===== config.mk =====
export PLATFORM = sky130hd
export DESIGN_NAME = fine_trim_ctrl
export DESIGN_NICKNAME = d
export VERILOG_FILES = /design/src/rtl/fine_trim_pkg.sv /design/src/rtl/trim_input_filter.sv /design/src/rtl/trim_step_timer.sv /design/src/rtl/trim_sat_counter.sv /design/src/rtl/fine_trim_ctrl.sv
export SDC_FILE = /design/constraint.sdc
export NUM_CORES = 1
export LEC_CHECK = 0
export BUFFER_PORTS_ARGS = -buffer_cell sky130_fd_sc_hd__buf_2
export CORE_MARGIN = 1
export CORE_UTILIZATION = 25
export CTS_CLUSTER_SIZE = 10
export DETAILED_ROUTE_END_ITERATION = 10
export GPL_TIMING_DRIVEN = 0
export PLACE_DENSITY_LB_ADDON = 0.3
export SYNTH_ARGS = -nofsm -noshare
export SYNTH_HDL_FRONTEND = slang
export SYNTH_HIERARCHICAL = 1
export SYNTH_SLANG_ARGS = --single-unit

===== constraint.sdc =====
create_clock -name clk -period 3.9 [get_ports clk]
set_input_delay 0.195 -clock clk [delete_from_list [all_inputs] [get_ports clk]]
set_output_delay 0.195 -clock clk [all_outputs]
set_load 0.01 [all_outputs]

===== src/rtl/fine_trim_pkg.sv =====
package fine_trim_pkg;

   typedef enum logic [1:0] {
      ADJ_IDLE = 2'b00,
      ADJ_UP   = 2'b01,
      ADJ_DOWN = 2'b10
   } adj_dir_e;

   function automatic adj_dir_e decode_dir(input logic up_req, input logic dn_req);
      adj_dir_e d;
      unique case ({dn_req, up_req})
         2'b01:   d = ADJ_UP;
         2'b10:   d = ADJ_DOWN;
         default: d = ADJ_IDLE;
      endcase
      return d;
   endfunction

endpackage


===== src/rtl/trim_input_filter.sv =====
module trim_input_filter #(
   parameter int SYNC_STAGES = 2,
   parameter int DEB_TICKS   = 16
) (
   input  logic clk,
   input  logic rst,
   input  logic raw_i,
   output logic clean_o
);

   if (SYNC_STAGES < 2) begin : g_bad_sync
      $error("trim_input_filter: SYNC_STAGES must be at least 2");
   end
   if (DEB_TICKS < 1) begin : g_bad_deb
      $error("trim_input_filter: DEB_TICKS must be at least 1");
   end

   logic [SYNC_STAGES-1:0] sync_q;
   logic                   sampled;

   always_ff @(posedge clk) begin
      if (rst) sync_q <= '0;
      else     sync_q <= {sync_q[SYNC_STAGES-2:0], raw_i};
   end

   assign sampled = sync_q[SYNC_STAGES-1];

   if (DEB_TICKS == 1) begin : g_direct
      logic level_q;
      always_ff @(posedge clk) begin
         if (rst) level_q <= 1'b0;
         else     level_q <= sampled;
      end
      assign clean_o = level_q;
   end else begin : g_counted
      localparam int CW = $clog2(DEB_TICKS);
      localparam logic [CW-1:0] LAST = CW'(DEB_TICKS - 1);

      logic          level_q;
      logic [CW-1:0] run_q;

      always_ff @(posedge clk) begin
         if (rst) begin
            level_q <= 1'b0;
            run_q   <= '0;
         end else if (sampled == level_q) begin
            run_q <= '0;
         end else if (run_q == LAST) begin
            level_q <= sampled;
            run_q   <= '0;
         end else begin
            run_q <= run_q + 1'b1;
         end
      end
      assign clean_o = level_q;
   end

endmodule


===== src/rtl/trim_step_timer.sv =====
module trim_step_timer
   import fine_trim_pkg::*;
#(
   parameter int STEP_PERIOD = 1000
) (
   input  logic     clk,
   input  logic     rst,
   input  adj_dir_e dir_i,
   input  logic     at_max_i,
   input  logic     at_min_i,
   output logic     step_up_o,
   output logic     step_dn_o
);

   if (STEP_PERIOD < 1) begin : g_bad_period
      $error("trim_step_timer: STEP_PERIOD must be at least 1");
   end

   adj_dir_e prev_q;
   logic     active;
   logic     fire;

   assign active = (dir_i != ADJ_IDLE);

   always_ff @(posedge clk) begin
      if (rst) prev_q <= ADJ_IDLE;
      else     prev_q <= dir_i;
   end

   if (STEP_PERIOD == 1) begin : g_every_cycle
      assign fire = active;
   end else begin : g_divided
      localparam int PW = $clog2(STEP_PERIOD);
      localparam logic [PW-1:0] WRAP = PW'(STEP_PERIOD - 1);

      logic [PW-1:0] gap_q;
      logic          fresh;

      assign fresh = active && (dir_i != prev_q);
      assign fire  = active && (fresh || gap_q == WRAP);

      always_ff @(posedge clk) begin
         if (rst || !active) gap_q <= '0;
         else if (fire)      gap_q <= '0;
         else                gap_q <= gap_q + 1'b1;
      end
   end

   assign step_up_o = fire && (dir_i == ADJ_UP)   && !at_max_i;
   assign step_dn_o = fire && (dir_i == ADJ_DOWN) && !at_min_i;

endmodule


===== src/rtl/trim_sat_counter.sv =====
module trim_sat_counter #(
   parameter int               WIDTH       = 8,
   parameter logic [WIDTH-1:0] RESET_LEVEL = '0
) (
   input  logic             clk,
   input  logic             rst,
   input  logic             inc_i,
   input  logic             dec_i,
   output logic [WIDTH-1:0] level_o,
   output logic             at_max_o,
   output logic             at_min_o
);

   localparam logic [WIDTH-1:0] TOP = {WIDTH{1'b1}};

   logic [WIDTH-1:0] level_q;

   always_ff @(posedge clk) begin
      if (rst)                   level_q <= RESET_LEVEL;
      else if (inc_i && !dec_i)  level_q <= level_q + 1'b1;
      else if (dec_i && !inc_i)  level_q <= level_q - 1'b1;
   end

   assign level_o  = level_q;
   assign at_max_o = (level_q == TOP);
   assign at_min_o = (level_q == '0);

endmodule


===== src/rtl/fine_trim_ctrl.sv =====
module fine_trim_ctrl
   import fine_trim_pkg::*;
#(
   parameter int               WIDTH       = 8,
   parameter int               DEB_TICKS   = 16,
   parameter int               STEP_PERIOD = 100000,
   parameter int               SYNC_STAGES = 2,
   parameter logic [WIDTH-1:0] RESET_LEVEL = WIDTH'(1) << (WIDTH - 1)
) (
   input  logic             clk,
   input  logic             rst,
   input  logic             raise_i,
   input  logic             lower_i,
   output logic [WIDTH-1:0] trim_o,
   output logic             at_max_o,
   output logic             at_min_o
);

   localparam int NCH = 2;

   if (WIDTH < 2) begin : g_bad_width
      $error("fine_trim_ctrl: WIDTH must be at least 2");
   end

   logic [NCH-1:0] raw_req;
   logic [NCH-1:0] clean_req;
   adj_dir_e       dir;
   logic           step_up;
   logic           step_dn;
   logic           lim_hi;
   logic           lim_lo;

   assign raw_req = {lower_i, raise_i};

   for (genvar ch = 0; ch < NCH; ch++) begin : g_chan
      trim_input_filter #(
         .SYNC_STAGES(SYNC_STAGES),
         .DEB_TICKS  (DEB_TICKS)
      ) u_filter (
         .clk    (clk),
         .rst    (rst),
         .raw_i  (raw_req[ch]),
         .clean_o(clean_req[ch])
      );
   end

   assign dir = decode_dir(clean_req[0], clean_req[1]);

   trim_step_timer #(
      .STEP_PERIOD(STEP_PERIOD)
   ) u_timer (
      .clk      (clk),
      .rst      (rst),
      .dir_i    (dir),
      .at_max_i (lim_hi),
      .at_min_i (lim_lo),
      .step_up_o(step_up),
      .step_dn_o(step_dn)
   );

   trim_sat_counter #(
      .WIDTH      (WIDTH),
      .RESET_LEVEL(RESET_LEVEL)
   ) u_count (
      .clk     (clk),
      .rst     (rst),
      .inc_i   (step_up),
      .dec_i   (step_dn),
      .level_o (trim_o),
      .at_max_o(lim_hi),
      .at_min_o(lim_lo)
   );

   assign at_max_o = lim_hi;
   assign at_min_o = lim_lo;

endmodule


Word level (Yosys, flattened, before mapping)
Cells that the tools add are included.
{"block": "word_totals", "register_bits": 41, "inputBits": 4, "out_inout_bits": 10, "wordCells": 53}
{"block": "op_classes", "addsub": 5, "eq_ne": 11, "n_mux": 3, "bitwise_logic": 2, "n_reduce_logical": 23}
{"cell": "adder 17 x 1 -> 17 bit (second input constant)", "count": 1}
{"cell": "== test 17 bit (second input constant)", "count": 1}
{"cell": "2-to-1 mux 8 bit", "count": 2}
{"cell": "adder 4 x 1 -> 4 bit (second input constant)", "count": 2}
{"cell": "adder 8 x 1 -> 8 bit (second input constant)", "count": 1}
{"cell": "== test 4 bit (second input constant)", "count": 2}
{"cell": "== test 8 bit (second input constant)", "count": 1}
{"cell": "logical AND 1 bit", "count": 8}
{"cell": "zero test 8 bit", "count": 1}
{"cell": "subtractor 8 x 1 -> 8 bit (second input constant)", "count": 1}
{"cell": "OR reduction 3 bit", "count": 2}
{"cell": "zero test 1 bit", "count": 5}
{"cell": "== test 2 x 1 -> 1 bit (second input constant)", "count": 2}
{"cell": "== test 2 bit (second input constant)", "count": 2}
{"cell": "case mux 2 bit (2 select lines)", "count": 1}
{"cell": "AND reduction 2 bit", "count": 2}
{"cell": "nonzero test 2 bit", "count": 2}
{"cell": "== test 1 bit", "count": 2}
{"cell": "logical OR 1 bit", "count": 2}
{"cell": "inequality test 2 bit", "count": 1}
{"cell": "inverter 1 bit", "count": 2}
{"cell": "OR reduction 2 bit", "count": 1}

Longest topological paths before layout
{"block": "depth", "ltp_word": 12, "mapped_depth": 14, "depth_no_buf": 14}

Cells and area by module
Netlist, hierarchy kept.
{"mod": "trim_step_timer", "instances": 1, "cells_each": 99, "area_each_um2": 880.8, "seq_area_each_um2": 380.4}
{"mod": "trim_sat_counter", "instances": 1, "cells_each": 69, "area_each_um2": 600.6, "seq_area_each_um2": 160.2}
{"mod": "trim_input_filter", "instances": 2, "cells_each": 23, "area_each_um2": 247.7, "seq_area_each_um2": 140.1}
{"mod": "fine_trim_ctrl", "instances": 1, "cells_each": 2, "area_each_um2": 15.0, "seq_area_each_um2": 0.0}

Worst setup path before layout
Ideal clock, no wire load.
{"block": "synth_timing", "kind": "register -> register", "startpoint": "register u_timer.g_divided.gap_q[0]", "endpoint": "register u_count.level_q[7], in the netlist u_count/level_o[7]", "setup_ns": 0.072, "arrival_ns": 3.005, "t_required_ns": 3.828, "path_slack_ns": 0.823, "stages_incl_launch_ff": 15, "path_buffers": 0, "period_less_slack_ns": 3.077, "path_cell_list": "dfxtp_1 -> ha_1 -> and4_2 -> and4_1 -> and3b_1 -> nor4b_1 -> inv_1 -> ha_1 -> inv_1 -> ha_1 -> a21o_1 -> a31o_1 -> o21a_1 -> o21bai_1 -> mux2i_1"}
{"block": "synth_via", "elab_chain_len": 8, "word_cells_on_any_way": 13, "classes_between": "eq/ne (1); mux (1); reduce/logical (11)"}
{"element": "start: declaration", "line_no": "trim_step_timer.sv:36", "rtl": "logic [PW-1:0] gap_q;"}
{"element": "start signal: assignment", "line_no": "trim_step_timer.sv:45", "rtl": "else gap_q <= gap_q + 1'b1;"}
{"element": "== test 17 bit (*)", "line_no": "trim_step_timer.sv:40", "rtl": "assign fire = active && (fresh || gap_q == WRAP);"}
{"element": "logical OR 1 bit (*)", "line_no": "trim_step_timer.sv:40"}
{"element": "logical AND 1 bit (*)", "line_no": "trim_step_timer.sv:40"}
{"element": "logical AND 1 bit (*) (2 in a row)", "line_no": "trim_step_timer.sv:50", "rtl": "assign step_dn_o = fire && (dir_i == ADJ_DOWN) && !at_min_i;"}
{"element": "via step_dn", "line_no": "fine_trim_ctrl.sv:29", "rtl": "logic step_dn;"}
{"element": "zero test 1 bit", "line_no": "trim_sat_counter.sv:20", "rtl": "else if (inc_i && !dec_i) level_q <= level_q + 1'b1;"}
{"element": "logical AND 1 bit", "line_no": "trim_sat_counter.sv:20"}
{"element": "2-to-1 mux 8 bit or nonzero test 2 bit (tied branches)"}
{"element": "end signal: assignment", "line_no": "trim_sat_counter.sv:20"}
{"element": "end signal: assignment", "line_no": "trim_sat_counter.sv:21", "rtl": "else if (dec_i && !inc_i) level_q <= level_q - 1'b1;"}
{"element": "end: declaration", "line_no": "trim_sat_counter.sv:16", "rtl": "logic [WIDTH-1:0] level_q;"}
The timed path passes the listed nets; every way through them passes the cells marked *.
A chain may end at the register's enable or synchronous reset.

Worst setup path in the final report
Same ends and word-level chain as after synthesis.

==> flow_metrics.py <==
metrics = {
    "outcome": {
        "status": "complete, no violations",
    },
    "timing": {
        "layout_min_cycle_time_ps": 3440,
        "fmax_ghz": 0.291,
        "finClkSkew_ps": 11.9,
        "maxSlewHeadroom": 0.707,
        "rsz0062_at_grt": "no",
        "finalCritPeriodShare": 0.882,
        "slew_violations": 0,
        "tightest_slew_ps": 439,
        "fin_setup_tns_ps": 0,
        "setup_viol": 0,
        "fin_ws_ps": 460,
        "hold_viol_final": 0,
    },
    "logic_synthesis": {
        "synth-edff-count": 0,
        "async_flop_share": 0,
        "synth_most_common_cell": "dfxtp_1",
        "synth.area.top_cells": "dfxtp_1, nor2_1, ha_1, xor2_1, xnor2_1",
        "synthCells": 216,
        "synth_cell_type_count": 39,
        "ys_seq_area_frac": 0.412,
        "ys.flop_type": "dfxtp_1",
        "post-synth-top-area-cell": "dfxtp_1",
        "avgSynthCellArea_um2": 9.22,
        "synth_fp_nets": 231,
        "synth_top_area_frac": 0.412,
        "syn-cell-area_mm2": 0.00199,
        "synth_warnings": 6,
        "ys_ff_latch": 41,
        "ys_top_cells_by_count": "dfxtp_1, nor2_1, xor2_1",
    },
    "finish": {
        "drive_gt1_frac": 0.122,
        "n_antenna_cell": 0,
        "n_fill_cell": 828,
        "nets": 251,
        "post-route-util": 0.295,
        "seq_area_um2": 821,
        "syn_to_final_growth_pct": 14.4,
        "multi_input_area_mm2": 0.00113,
    },
    "pwr": {
        "power_leakage_nw": 0.885,
        "power.density_mw_per_mm2": 318,
        "ir_drop_mv": 0.115,
    },
    "worst_setup_path": {
        "crit_type": "flip-flop to flip-flop",
        "crit_chain": "ha_1, and4_2, and4_1, and3b_1, nor4b_1, inv_1, ha_1, inv_1, ha_1, a21o_1, a31o_1, o21a_1, o21bai_1, mux2i_1",
        "cp_slowest_cell": "dfxtp_1",
        "critPathTopFamily": "simple AND/OR/NAND/NOR gates",
        "ff2ff_path_depth": 14,
        "cp_max_fo": 7,
        "crit_buf_inv": 2,
        "start_kind": "flip-flop",
        "timing.critical_path.mode_cell": "ha_1",
        "cp.arrival_ps": 3680,
        "crit_path_end_kind": "flip-flop",
        "cp_data_required_time_ps": 4140,
        "crit_cells": 14,
        "slowest_delay_ps": 380,
    },
    "run": {
        "drv_cap": 0,
    },
    "detailed_routing": {
        "vias_per_cell": 4.42,
        "post_drt_wl_per_cell_um": 10.6,
        "ant_nets": 0,
        "num_vias": 1500,
        "drc": 0,
        "drtPass1Iterations": 4,
        "drt-initial-drc-count": 28,
        "wl_mm": 3.61,
    },
    "cts": {
        "cts_max_path_buffers": 2,
        "cts.sinks": 41,
        "cts_tree": "done",
        "root_buffer": "clkbuf_8",
        "clk-insertion-delay-late_ps": 310,
        "htreeDepth": 2,
        "post_cts_buffers": 0,
        "clk_pin_slew_ps": 90,
        "cts_inserted_buffers": 5,
        "cts_hold_buf": 0,
        "post_cts_resized": 0,
    },
    "placed_design": {
        "gp_congestion": 0.799,
        "pre_cts_slack_ps": 476,
        "dp_hpwl_mm": 2.64,
        "portBuffers": 13,
    },
    "floorplanning": {
        "initial_core_util": 0.258,
        "dieArea_mm2": 0.00833,
        "ios": 14,
        "num_rows": 32,
        "core_region_area_mm2": 0.00773,
        "die_h_um": 91.3,
        "fp.dieW_um": 91.3,
    },
    "global_route": {
        "grt_max_degree": 18,
        "antenna_found_initial": 0,
        "grt_usage": 0.0965,
        "grt_overflow": 0,
        "first_global_vias": 1468,
        "grt_pass1_wl_mm": 6.40,
    },
    "worst_hold_path": {
        "hold_path.class": "input port to flip-flop",
        "holdPathStages": 2,
    },
}
-- cell families (layout without fill, tap and decap cells) --
kind of cell	Yosys count	in the layout	share of synthesized area
muxes	7	7	0.0352
adders and majority gates	11	11	0.0729
buffers and inverters	11	32	0.0220
xor gates and xnor gates	24	24	0.106
AOI/OAI and AO/OA	20	20	0.0616
DFF	41	41	0.412
and+or+nand+nor	102	102	0.291
-- final timing paths --
kind         slack, ps                                    start                                 endpoint
max reg2reg        460    u_timer/g_divided.gap_q[0]$_SDFF_PP0_          u_count/level_o[7]$_SDFFE_PP1P_
min                 90                                  lower_i  g_chan[1].u_filter/sync_q[0]$_SDFF_PP0_
max                460    u_timer/g_divided.gap_q[0]$_SDFF_PP0_          u_count/level_o[7]$_SDFFE_PP1P_
min reg2reg        440  g_chan[1].u_filter/sync_q[0]$_SDFF_PP0_  g_chan[1].u_filter/sync_q[1]$_SDFF_PP0_
-- where the power goes --
part	switching [mW]	internal [mW]	leakage, nW
registers	0.00112	0.421	0.331
clock network	0.165	0.129	0.0447
logic	0.00560	0.00388	0.509
-- cell usage in the layout, fill, tap and decap left out, types with 2 or more instances in the layout --
cell / instances
a21o_1: 3
a21oi_1: 6
and3b_2: 2
and4_1: 3
buf_2: 15
clkbuf_8: 5
dfxtp_1: 41
ha_1: 10
inv_1: 8
mux2i_1: 7
nand2_1: 8
nand3_1: 10
nand3b_1: 3
nand4_1: 6
nor2_1: 34
nor2b_1: 10
nor3_1: 4
nor4_1: 4
nor4b_1: 5
o21ai_0: 5
or3_1: 3
or4_1: 2
xnor2_1: 10
xor2_1: 14
-- registers in the layout, indices dropped and copies added (netlist names) --
signal	count
u_timer/g_divided.gap_q	17
g_chan.u_filter/clean_o	2
g_chan.u_filter/g_counted.run_q	8
u_count/level_o	8
u_timer/prev_q	2
g_chan.u_filter/sync_q	4
-- area by class of cell --
type | instances | share of cell area
buffer | 3 | 0.00604
clock buffer | 5 | 0.0302
clock inverter | 3 | 0.0110
inverter | 8 | 0.0132
multi-input combinational | 164 | 0.495
sequential | 41 | 0.360
tap | 102 | 0.0560
timing repair buffer | 13 | 0.0286
-- routing by layer --
metal,routed length [um],GRT usage,vias to the layer above,part of all wire
met5,0,0,-,0
met4,80,0.0489,0,0.022
met3,94,0.0285,7,0.026
met2,1560,0.148,14,0.43
met1,1880,0.123,679,0.52
li1,-,-,800,-
-- through the flow --
step                cells  total power, mW  area [um2]  hold slack (ps)
floorplan             216            0.437        1990              267
global route          339            0.759        2280             98.0
detailed placement    331            0.442        2180              410
CTS                   339            0.741        2280             80.1
finish                339            0.725        2280             90.0
global placement      331            0.442        2180              406
Note: power is estimated with default switching activity, not from simulation.
